`src/rtl/uft_pkg.sv`:
```
package uft_pkg;

  // Threshold code to byte count (shared by both directions)
  function automatic logic [4:0] trig_level(input logic [1:0] code);
    case (code)
      2'b00:   trig_level = 5'd1;
      2'b01:   trig_level = 5'd4;
      2'b10:   trig_level = 5'd8;
      default: trig_level = 5'd14;
    endcase
  endfunction

  // Next pointer with wrap at depth
  function automatic int unsigned ptr_next(input int unsigned ptr, input int unsigned depth);
    ptr_next = (ptr == depth - 1) ? 0 : ptr + 1;
  endfunction

endpackage

```
`src/rtl/uft_ctl_reg.sv`:
```
module uft_ctl_reg (
  input  logic       clk,
  input  logic       rst_n,
  input  logic       wr,
  input  logic [7:0] wdata,
  input  logic       enh,
  output logic [7:0] rdata,
  output logic [1:0] rx_code,
  output logic [1:0] tx_code,
  output logic       rx_clr,
  output logic       tx_clr
);
  logic       en_q;
  logic       spare_q;
  logic [1:0] rx_code_q;
  logic [1:0] tx_code_q;

  // Queue clears act in the write cycle only and are never stored
  assign rx_clr = wr & wdata[0] & wdata[1];
  assign tx_clr = wr & wdata[0] & wdata[2];

  always_ff @(posedge clk or negedge rst_n) begin
    if (!rst_n) begin
      en_q      <= 1'b0;
      spare_q   <= 1'b0;
      rx_code_q <= 2'b00;
      tx_code_q <= 2'b00;
    end else if (wr) begin
      en_q      <= wdata[0];
      spare_q   <= wdata[3];
      rx_code_q <= wdata[7:6];
      if (enh) tx_code_q <= wdata[5:4];
    end
  end

  assign rx_code = rx_code_q;
  assign tx_code = tx_code_q;
  assign rdata   = {rx_code_q, tx_code_q, spare_q, 2'b00, en_q};

  // transmit threshold is locked while the enhanced enable is low
  a_r9_tx_code_locked: assert property (@(posedge clk) disable iff (!rst_n)
    (wr && !enh) |=> $stable(tx_code_q));

endmodule

```
`src/rtl/uft_byte_fifo.sv`:
```
module uft_byte_fifo #(
  parameter int DEPTH = 16,
  parameter int WIDTH = 8,
  localparam int AW = $clog2(DEPTH),
  localparam int LW = $clog2(DEPTH + 1)
) (
  input  logic             clk,
  input  logic             rst_n,
  input  logic             clr,
  input  logic             push,
  input  logic [WIDTH-1:0] wdata,
  input  logic             pop,
  output logic [WIDTH-1:0] rdata,
  output logic [LW-1:0]    level,
  output logic             full,
  output logic             empty,
  output logic             ovf
);
  logic [WIDTH-1:0] mem [DEPTH];
  logic [AW-1:0]    wr_ptr, rd_ptr;
  logic [LW-1:0]    level_q;
  logic [WIDTH-1:0] rdata_q;
  logic             ovf_q;
  logic             push_ok, pop_ok, push_drop;

  assign full      = (level_q == LW'(DEPTH));
  assign empty     = (level_q == '0);
  assign push_ok   = push & ~full & ~clr;
  assign pop_ok    = pop & ~empty & ~clr;
  assign push_drop = push & full & ~clr;

  always_ff @(posedge clk) begin
    if (push_ok) mem[wr_ptr] <= wdata;
  end

  always_ff @(posedge clk or negedge rst_n) begin
    if (!rst_n) begin
      wr_ptr  <= '0;
      rd_ptr  <= '0;
      level_q <= '0;
      rdata_q <= '0;
      ovf_q   <= 1'b0;
    end else begin
      ovf_q <= push_drop;
      if (clr) begin
        wr_ptr  <= '0;
        rd_ptr  <= '0;
        level_q <= '0;
      end else begin
        if (push_ok) wr_ptr <= AW'(uft_pkg::ptr_next(int'(wr_ptr), DEPTH));
        if (pop_ok) begin
          rd_ptr  <= AW'(uft_pkg::ptr_next(int'(rd_ptr), DEPTH));
          rdata_q <= mem[rd_ptr];
        end
        if (push_ok && !pop_ok)      level_q <= level_q + 1'b1;
        else if (pop_ok && !push_ok) level_q <= level_q - 1'b1;
      end
    end
  end

  assign rdata = rdata_q;
  assign level = level_q;
  assign ovf   = ovf_q;

  // level never exceeds the depth
  a_r1_level_bound: assert property (@(posedge clk) disable iff (!rst_n)
    level_q <= LW'(DEPTH));

  // a push into a full queue is dropped and flagged
  a_r3_full_push_dropped: assert property (@(posedge clk) disable iff (!rst_n)
    (push && full && !pop && !clr) |=> (ovf && full));

  // a pop from an empty queue changes nothing
  a_r4_empty_pop_hold: assert property (@(posedge clk) disable iff (!rst_n)
    (pop && empty && !push && !clr) |=> ($stable(rdata_q) && empty));

endmodule

```
`src/rtl/uft_trig_irq.sv`:
```
module uft_trig_irq #(
  parameter int LW = 5
) (
  input  logic          clk,
  input  logic          rst_n,
  input  logic [LW-1:0] rx_level,
  input  logic [LW-1:0] tx_level,
  input  logic [1:0]    rx_code,
  input  logic [1:0]    tx_code,
  input  logic          tx_clr,
  output logic          rx_irq,
  output logic          tx_irq,
  output logic          tx_above
);
  logic [LW-1:0] rx_trig, tx_trig;
  logic          above_q;
  logic          tx_zero;

  assign rx_trig = LW'(uft_pkg::trig_level(rx_code));
  assign tx_trig = LW'(uft_pkg::trig_level(tx_code));
  assign tx_zero = (tx_level == '0);

  // Remembers a fill past the threshold since the last empty
  always_ff @(posedge clk or negedge rst_n) begin
    if (!rst_n)                       above_q <= 1'b0;
    else if (tx_clr || tx_zero)       above_q <= 1'b0;
    else if (tx_level > tx_trig)      above_q <= 1'b1;
  end

  assign tx_above = above_q;
  assign rx_irq   = (rx_level >= rx_trig);
  assign tx_irq   = above_q ? (tx_level < tx_trig) : tx_zero;

  // an empty transmit queue always requests service
  a_r10_empty_requests: assert property (@(posedge clk) disable iff (!rst_n)
    (tx_level == '0) |-> tx_irq);

  // an empty receive queue never requests service
  a_r8_rx_empty_quiet: assert property (@(posedge clk) disable iff (!rst_n)
    (rx_level == '0) |-> !rx_irq);

endmodule

```
`src/rtl/uart_fifo_trig_ctrl.sv`:
```
module uart_fifo_trig_ctrl #(
  parameter int DEPTH = 16,
  parameter int WIDTH = 8,
  localparam int LW = $clog2(DEPTH + 1)
) (
  input  logic             clk,
  input  logic             rst_n,
  input  logic             ctl_wr,
  input  logic [7:0]       ctl_wdata,
  input  logic             enh_en,
  output logic [7:0]       ctl_rdata,
  input  logic             host_push,
  input  logic [WIDTH-1:0] host_wdata,
  input  logic             host_pop,
  output logic [WIDTH-1:0] host_rdata,
  input  logic             line_rx_valid,
  input  logic [WIDTH-1:0] line_rx_data,
  input  logic             line_tx_req,
  output logic [WIDTH-1:0] line_tx_data,
  output logic [LW-1:0]    tx_level,
  output logic [LW-1:0]    rx_level,
  output logic             tx_full,
  output logic             tx_empty,
  output logic             rx_full,
  output logic             rx_empty,
  output logic             tx_ovf,
  output logic             rx_ovf,
  output logic             tx_irq,
  output logic             rx_irq
);
  logic [1:0] rx_code, tx_code;
  logic       rx_clr, tx_clr;
  logic       tx_above;

  uft_ctl_reg u_ctl (
    .clk     (clk),
    .rst_n   (rst_n),
    .wr      (ctl_wr),
    .wdata   (ctl_wdata),
    .enh     (enh_en),
    .rdata   (ctl_rdata),
    .rx_code (rx_code),
    .tx_code (tx_code),
    .rx_clr  (rx_clr),
    .tx_clr  (tx_clr)
  );

  uft_byte_fifo #(.DEPTH(DEPTH), .WIDTH(WIDTH)) u_tx_fifo (
    .clk   (clk),
    .rst_n (rst_n),
    .clr   (tx_clr),
    .push  (host_push),
    .wdata (host_wdata),
    .pop   (line_tx_req),
    .rdata (line_tx_data),
    .level (tx_level),
    .full  (tx_full),
    .empty (tx_empty),
    .ovf   (tx_ovf)
  );

  uft_byte_fifo #(.DEPTH(DEPTH), .WIDTH(WIDTH)) u_rx_fifo (
    .clk   (clk),
    .rst_n (rst_n),
    .clr   (rx_clr),
    .push  (line_rx_valid),
    .wdata (line_rx_data),
    .pop   (host_pop),
    .rdata (host_rdata),
    .level (rx_level),
    .full  (rx_full),
    .empty (rx_empty),
    .ovf   (rx_ovf)
  );

  uft_trig_irq #(.LW(LW)) u_irq (
    .clk      (clk),
    .rst_n    (rst_n),
    .rx_level (rx_level),
    .tx_level (tx_level),
    .rx_code  (rx_code),
    .tx_code  (tx_code),
    .tx_clr   (tx_clr),
    .rx_irq   (rx_irq),
    .tx_irq   (tx_irq),
    .tx_above (tx_above)
  );

  // receive clear empties the queue
  a_r5_rx_clear: assert property (@(posedge clk) disable iff (!rst_n)
    rx_clr |=> (rx_level == '0));

  // transmit clear empties the queue and forgets the deep fill
  a_r6_tx_clear: assert property (@(posedge clk) disable iff (!rst_n)
    tx_clr |=> ((tx_level == '0) && !tx_above));

endmodule

```
`config.mk`:
```
export PLATFORM = sky130hd
export DESIGN_NAME = uart_fifo_trig_ctrl
export DESIGN_NICKNAME = d
export VERILOG_FILES = /design/src/rtl/uft_pkg.sv /design/src/rtl/uft_ctl_reg.sv /design/src/rtl/uft_byte_fifo.sv /design/src/rtl/uft_trig_irq.sv /design/src/rtl/uart_fifo_trig_ctrl.sv
export SDC_FILE = /design/constraint.sdc
export NUM_CORES = 1
export LEC_CHECK = 0
export CORE_ASPECT_RATIO = 1.5
export CORE_MARGIN = 2
export CORE_UTILIZATION = 25
export CTS_CLUSTER_SIZE = 20
export DETAILED_ROUTE_END_ITERATION = 16
export PLACE_DENSITY_LB_ADDON = 0.2
export SYNTH_ARGS = -nofsm -noshare
export SYNTH_HDL_FRONTEND = slang
export SYNTH_SLANG_ARGS = --single-unit
```
`constraint.sdc`:
```
create_clock -name clk -period 8.72 [get_ports clk]
set_clock_uncertainty 0.1 [all_clocks]
set_input_delay 1.308 -clock clk [delete_from_list [all_inputs] [get_ports clk]]
set_output_delay 1.308 -clock clk [all_outputs]
set_load 0.02 [all_outputs]
```
# Word-level counts from Yosys, hierarchy flattened
# Memories as Yosys holds them, arrays and structs flattened. A register that Yosys moved wholly into a read port is not among the register bits.
# Index checks and enable logic that the tools add are counted.
# W data, S select, Z words.
dict set report word_totals {
  regBits 35
  latchBits 0
  ram_bits 256
  rom_bits 0
  input_bits 32
  mem_count 2
}
dict set report classes {
  n_addsub 8
  mul 0
  div_mod_pow 0
  n_lt_le_gt_ge 3
  eq_ne 10
  n_shift 0
  n_mux 27
  bitwise_logic 21
  reduce_logical 25
}
# memory words word_bits read_ports rd_clocked_by_memory_dff wr line_no
set mem_list {}
lappend mem_list {u_rx_fifo.mem 16 8 1 1 1 uft_byte_fifo.sv:19} ;# logic [WIDTH-1:0] mem [DEPTH];
lappend mem_list {u_tx_fifo.mem 16 8 1 1 1 uft_byte_fifo.sv:19}
# cell count
set ops {}
lappend ops {{$mux W4} 12}
lappend ops {{$mux W5} 6}
lappend ops {{$pmux W4 S3} 2}
lappend ops {{$add A4 B1 Y4 const B} 4}
lappend ops {{$eq A4 B4 Y1 const B} 4}
lappend ops {{$and A1 B1 Y1} 15}
lappend ops {{$add A5 B1 Y5 const B} 2}
lappend ops {{$eq A5 B5 Y1 const B} 2}
lappend ops {{$logic_not A5 Y1} 2}
lappend ops {{$reduce_bool A2 Y1} 5}
lappend ops {{$sub A5 B1 Y5 const B} 2}
lappend ops {{$mux W1} 7}
lappend ops {{$logic_not A1 Y1} 6}
lappend ops {{$not A1 Y1} 6}
lappend ops {{$reduce_and A2 Y1} 3}
lappend ops {{$reduce_bool A3 Y1} 2}
lappend ops {{$ge A5 B4 Y1} 1}
lappend ops {{$gt A5 B4 Y1} 1}
lappend ops {{$lt A5 B4 Y1} 1}
lappend ops {{$eq A2 B1 Y1 const B} 2}
lappend ops {{$eq A2 B2 Y1 const B} 2}
lappend ops {{$logic_and A1 B1 Y1} 4}
lappend ops {{$logic_not A2 Y1} 2}
lappend ops {{$logic_or A1 B1 Y1} 1}

# Longest topological paths before layout
dict set report logic_depth {
  word_depth 9
  depth_mapped 11
  mapped_depth_nobuf 10
}

# Hierarchy
# From an unflattened synthesis, not the netlist that was laid out.
dict set report unflattened {
  hier_cells 733
  hier_area_um2 12977.4
}
# module n_inst cells_each area_each_um2 seq_area_each_um2
set by_module_without_submodules {}
lappend by_module_without_submodules {{uft_byte_fifo (u_rx_fifo)} 1 337 6218.5 4394.2}
lappend by_module_without_submodules {{uft_byte_fifo (u_tx_fifo)} 1 337 6172.2 4394.2}
lappend by_module_without_submodules {uft_ctl_reg 1 25 324.1 150.1}
lappend by_module_without_submodules {uft_trig_irq 1 34 262.8 25.0}

# Worst setup path before layout
# OpenSTA, ideal clock, no wires.
dict set report synth_timing {
  kind {input-to-reg}
  from {input ctl_wr}
  to {register u_tx_fifo.level_q[4], in the netlist u_tx_fifo.level[4]}
  setup_ns 0.136
  t_arrival_ns 3.379
  slack_ns 5.104
  path_stages 10
  path_buffers 1
  path_cell_list {buf_2 -> nand3_1 -> nand3_1 -> or2_2 -> fa_1 -> a21o_1 -> a21oi_1 -> o21ai_0 -> a22oi_1 -> a21oi_1}
}
dict set report synth_via {
  elab_chain_len 8
  word_cells_on_any_way 12
  classes_between {2 x mux; 5 x bitwise; 5 x reduce/logical}
}
# element line_no
set synth_lines {}
lappend synth_lines {{start: declaration} uart_fifo_trig_ctrl.sv:8} ;# input logic ctl_wr,
lappend synth_lines {{$and A1 B1 Y1 (*) (2 in a row)} uft_ctl_reg.sv:20} ;# assign tx_clr = wr & wdata[0] & wdata[2];
lappend synth_lines {{$not A1 Y1 (no line)} n/a}
lappend synth_lines {{$and A1 B1 Y1} uft_byte_fifo.sv:29} ;# assign pop_ok = pop & ~empty & ~clr;
lappend synth_lines {{$logic_not A1 Y1} uft_byte_fifo.sv:55} ;# if (push_ok && !pop_ok) level_q <= level_q + 1'b1;
lappend synth_lines {{$logic_and A1 B1 Y1} uft_byte_fifo.sv:55}
lappend synth_lines {{$mux W5} uft_byte_fifo.sv:55}
lappend synth_lines {{$mux W5} uft_byte_fifo.sv:45} ;# if (clr) begin
lappend synth_lines {{end signal: assignment} uft_byte_fifo.sv:55}
lappend synth_lines {{end signal: assignment} uft_byte_fifo.sv:56} ;# else if (pop_ok && !push_ok) level_q <= level_q - 1'b1;
lappend synth_lines {{end: declaration} uft_byte_fifo.sv:21} ;# logic [LW-1:0] level_q;
# Mark *: on every way between the ends. The rest lies on a longest branch, timed or not.
# A chain may end at the register's enable or synchronous reset.

# Worst setup path after layout
dict set report layout_timing {
  from {register u_rx_fifo.level_q[0], in the netlist u_rx_fifo.level[0]}
  to {output rx_full}
}
dict set report layout_via {
  elab_chain_len 1
}
# element line_no
set layout_lines {}
lappend layout_lines {{start: declaration} uft_byte_fifo.sv:21}
lappend layout_lines {{start signal: assignment} uft_byte_fifo.sv:55}
lappend layout_lines {{start signal: assignment} uft_byte_fifo.sv:56}
lappend layout_lines {{$eq A5 B5 Y1} uft_byte_fifo.sv:26} ;# assign full = (level_q == LW'(DEPTH));
lappend layout_lines {{end: declaration} uart_fifo_trig_ctrl.sv:24} ;# output logic rx_full,
# No other way between the ends.

==> results.ini <==
[detailed_routing]
wl_per_cell_um = 19.3
ant_nets = 0
routed-wl-met3_um = 922
routed_via_density = 4.36
wl_um = 29000
wl_met1_um = 11000
drtIter0Drc = 255
wl_met2_um = 16400
vias = 6555
dr.pass1.iters = 5
drc = 0
top_layer = met5

[sta]
finalHoldViolations = 0
finalWorstSetupSlack_ps = 4680
grt_setup_unrepaired = no
fin_crit_sh_pct = 46.3
tightest_slew_ps = 981
setup_violations = 0
slew_violations = 0
fin_crit_ps = 4040
final.setup.tns_ps = 0
slew_headroom_pct = 34.3
fmax_ghz = 0.247

[power]
p_int_w = 0.00321
total_power_w = 0.00468
clockPowerShare_pct = 29.2
p_leak_nw = 5.06
peakVddDrop_mv = 0.159
combPwrFrac_pct = 29.8
power_switching_w = 0.00147
swShare_pct = 31.4
pwr-share-seq_pct = 41.1
power_density_nw_per_um2 = 307

[worst_setup_path]
critPathLaunchType = flip-flop
critical_path.max_stage_delay_ps = 780
worstPathMaxFanout = 8
crit_required_ps = 7310
path_class = flip-flop to output pin
crit_start = u_rx_fifo.level[0]
critPathSlowestCell = clkdlybuf4s50_1
critPathArrivalTime_ps = 2630
cp_num_buf_inv = 1
crit_family = simple AND/OR/NAND/NOR gates
r2r-start = u_tx_fifo.level[1]
end_kind = output pin
path_cells = or4_4, nor2_1, clkdlybuf4s50_1

[logic_synthesis]
synth-seq-cells = 307
seq_area_frac_synth_pct = 70.4
synth-main-ff-cell = edfxtp_1
ys_types = 52
syn_inst = 726
synth_area_sq_um = 12700
async_reset_ff_share_pct = 16.6
syn_avg_cell_area_sq_um = 17.5
yosys_warnings = 0
synth_edf_count = 256

[final_layout]
diodes = 0
layout-drive-gt1-share_pct = 18.6
mostFrequentLayoutCells = edfxtp_1 (256), clkdlybuf4s50_1 (70), mux4_2 (64)
final_common_cell = edfxtp_1
syn_to_final_growth_pct = 19.9
num-nets-final = 869
fill_cells = 4924

[clock_tree]
postCtsHoldBufs = 0
path_clk_slew_ps = 60
cts_buffers = 34
cts-htree-levels = 2
clkSinkCount = 307
clock_path_buffers = 3
postCtsResizedCells = 0
cts_root_buffer = clkbuf_16
clkLatencyLatePin_ps = 510
postCtsSetupBuffers = 0
cts_tree = built

[die]
ioPinCount = 74
die_w_um = 188
die_h_um = 280
core_sq_um = 50400
initial_utilization_pct = 25.2
dieArea_sq_um = 52800
row_count = 101

[global_routing]
grt_start_max_net_pins = 52
grt_use_total_pct = 11.1
grt_pass1_wl_um = 44300
grt_pass1_vias = 7133
overflow = 0
antenna_found_initial = 1

[worst_hold_path]
hold_start = u_ctl.spare_q
hp-class = flip-flop to flip-flop

[status]
status = finished, final reports clean

[place]
place_ws_ps = 4240
portBuffers = 71
gp_congestion = 0.718
dp_hpwl_um = 19700

[run]
maxCapViolCount = 0

[logic make-up (layout without fill, tap and decap cells)]
logic type	after synthesis	after routing	share of synthesized area [%]
buffers and inverters	54	162	1.88
xor gates and xnor gates	10	10	0.747
and+or+nand+nor	146	146	5.60
other	1	2	0.0295
AOI/OAI and AO/OA	82	82	4.35
adders and majority gates	28	28	2.87
muxes	98	98	14.1
DFF	307	307	70.4
[power groups by stage]
stage	combinational [W]	sequential, W	clock (W)
finish	0.00139	0.00192	0.00137
detailed placement	0.00143	0.00196	0
floorplan	0.000923	0.00196	0
global placement	0.00143	0.00196	0
CTS	0.00143	0.00193	0.00142
global route	0.00154	0.00195	0.00147
[per-layer routing]
metal / vias up / GRT usage, %
li1: 3027 / -
met5: - / 0
met2: 98 / 21.7
met1: 3386 / 11.9
met3: 42 / 2.00
met4: 2 / 3.65
[sequential cells by signal, summed over array words and instances, names as in the netlist, 2 cells and up]
name,flops
u_rx_fifo.level,5
u_tx_fifo.level,5
u_tx_fifo.rdata,8
u_tx_fifo.wr_ptr,4
u_rx_fifo.mem,128
u_rx_fifo.wr_ptr,4
u_rx_fifo.rd_ptr,4
u_ctl.rx_code,2
u_ctl.tx_code,2
u_rx_fifo.rdata,8
u_tx_fifo.rd_ptr,4
u_tx_fifo.mem,128
[final cells by class]
type / count / area (sq um) / area share (%)
sequential: 307 / 8970 / 58.7
multi-input combinational: 366 / 3530 / 23.1
clock buffer: 49 / 968 / 6.34
tap: 669 / 837 / 5.48
timing repair buffer: 82 / 788 / 5.16
clock inverter: 13 / 109 / 0.713
inverter: 18 / 67.6 / 0.443
[worst reg2reg max path: cells and delay by family (launching register included)]
kind,cells,cell delay [ps]
AND/OR/NAND/NOR,2,930
AO/OA/AOI/OAI,6,1200
flip-flops,1,480
adder cells (fa/ha/maj),1,430
[metrics by stage]
step | std cells | hold WS [ps] | instance area [sq um] | util (%)
after detailed placement | 1442 | 406 | 14200 | 28.1
after floorplan | 727 | 382 | 12700 | -
after CTS | 1504 | 421 | 15300 | 30.3
final | 1504 | 412 | 15300 | 30.3
after global placement | 1442 | 400 | 14200 | 28.1
after global routing | 1504 | 431 | 15300 | 30.3
[worst paths after layout]
kind / slack (ps) / to / cells past startpoint
worst max-delay path: 4680 / rx_full / 3
worst min-delay path: 410 / u_ctl.spare_q / 1
worst max register to register: 5440 / u_tx_fifo.level[4] / 9
worst min register to register: 410 / u_ctl.spare_q / 1
max in group asynchronous: 6990 / u_tx_fifo.rd_ptr[0] / 2
min in group asynchronous: 870 / u_tx_fifo.rdata[7] / 2
[cell usage after synthesis, types with 3 or more instances]
| master | instances | share of area, % |
|---|---|---|
| o221ai_1 | 9 | 0.62 |
| a21oi_1 | 27 | 1.1 |
| edfxtp_1 | 256 | 60 |
| mux2i_1 | 22 | 1.7 |
| and2_1 | 12 | 0.59 |
| mux2_2 | 12 | 1.1 |
| xnor2_1 | 5 | 0.34 |
| o22ai_1 | 16 | 0.79 |
| buf_1 | 3 | 0.088 |
| ha_1 | 26 | 2.6 |
| nand3_1 | 13 | 0.51 |
| buf_2 | 11 | 0.43 |
| clkbuf_1 | 16 | 0.47 |
| nor3_1 | 11 | 0.43 |
| o31ai_1 | 3 | 0.18 |
| buf_4 | 6 | 0.35 |
| o21ai_0 | 8 | 0.31 |
| and3_1 | 7 | 0.34 |
| dfrtp_1 | 51 | 10 |
| xor2_1 | 4 | 0.28 |
| inv_1 | 18 | 0.53 |
| nor2_1 | 40 | 1.2 |
| a21o_1 | 3 | 0.18 |
| mux4_2 | 64 | 11 |
| or2_2 | 4 | 0.20 |
| nand4_1 | 3 | 0.15 |
| nand2b_1 | 5 | 0.25 |
| nand2_1 | 40 | 1.2 |
(Power assumes the default switching activity.)
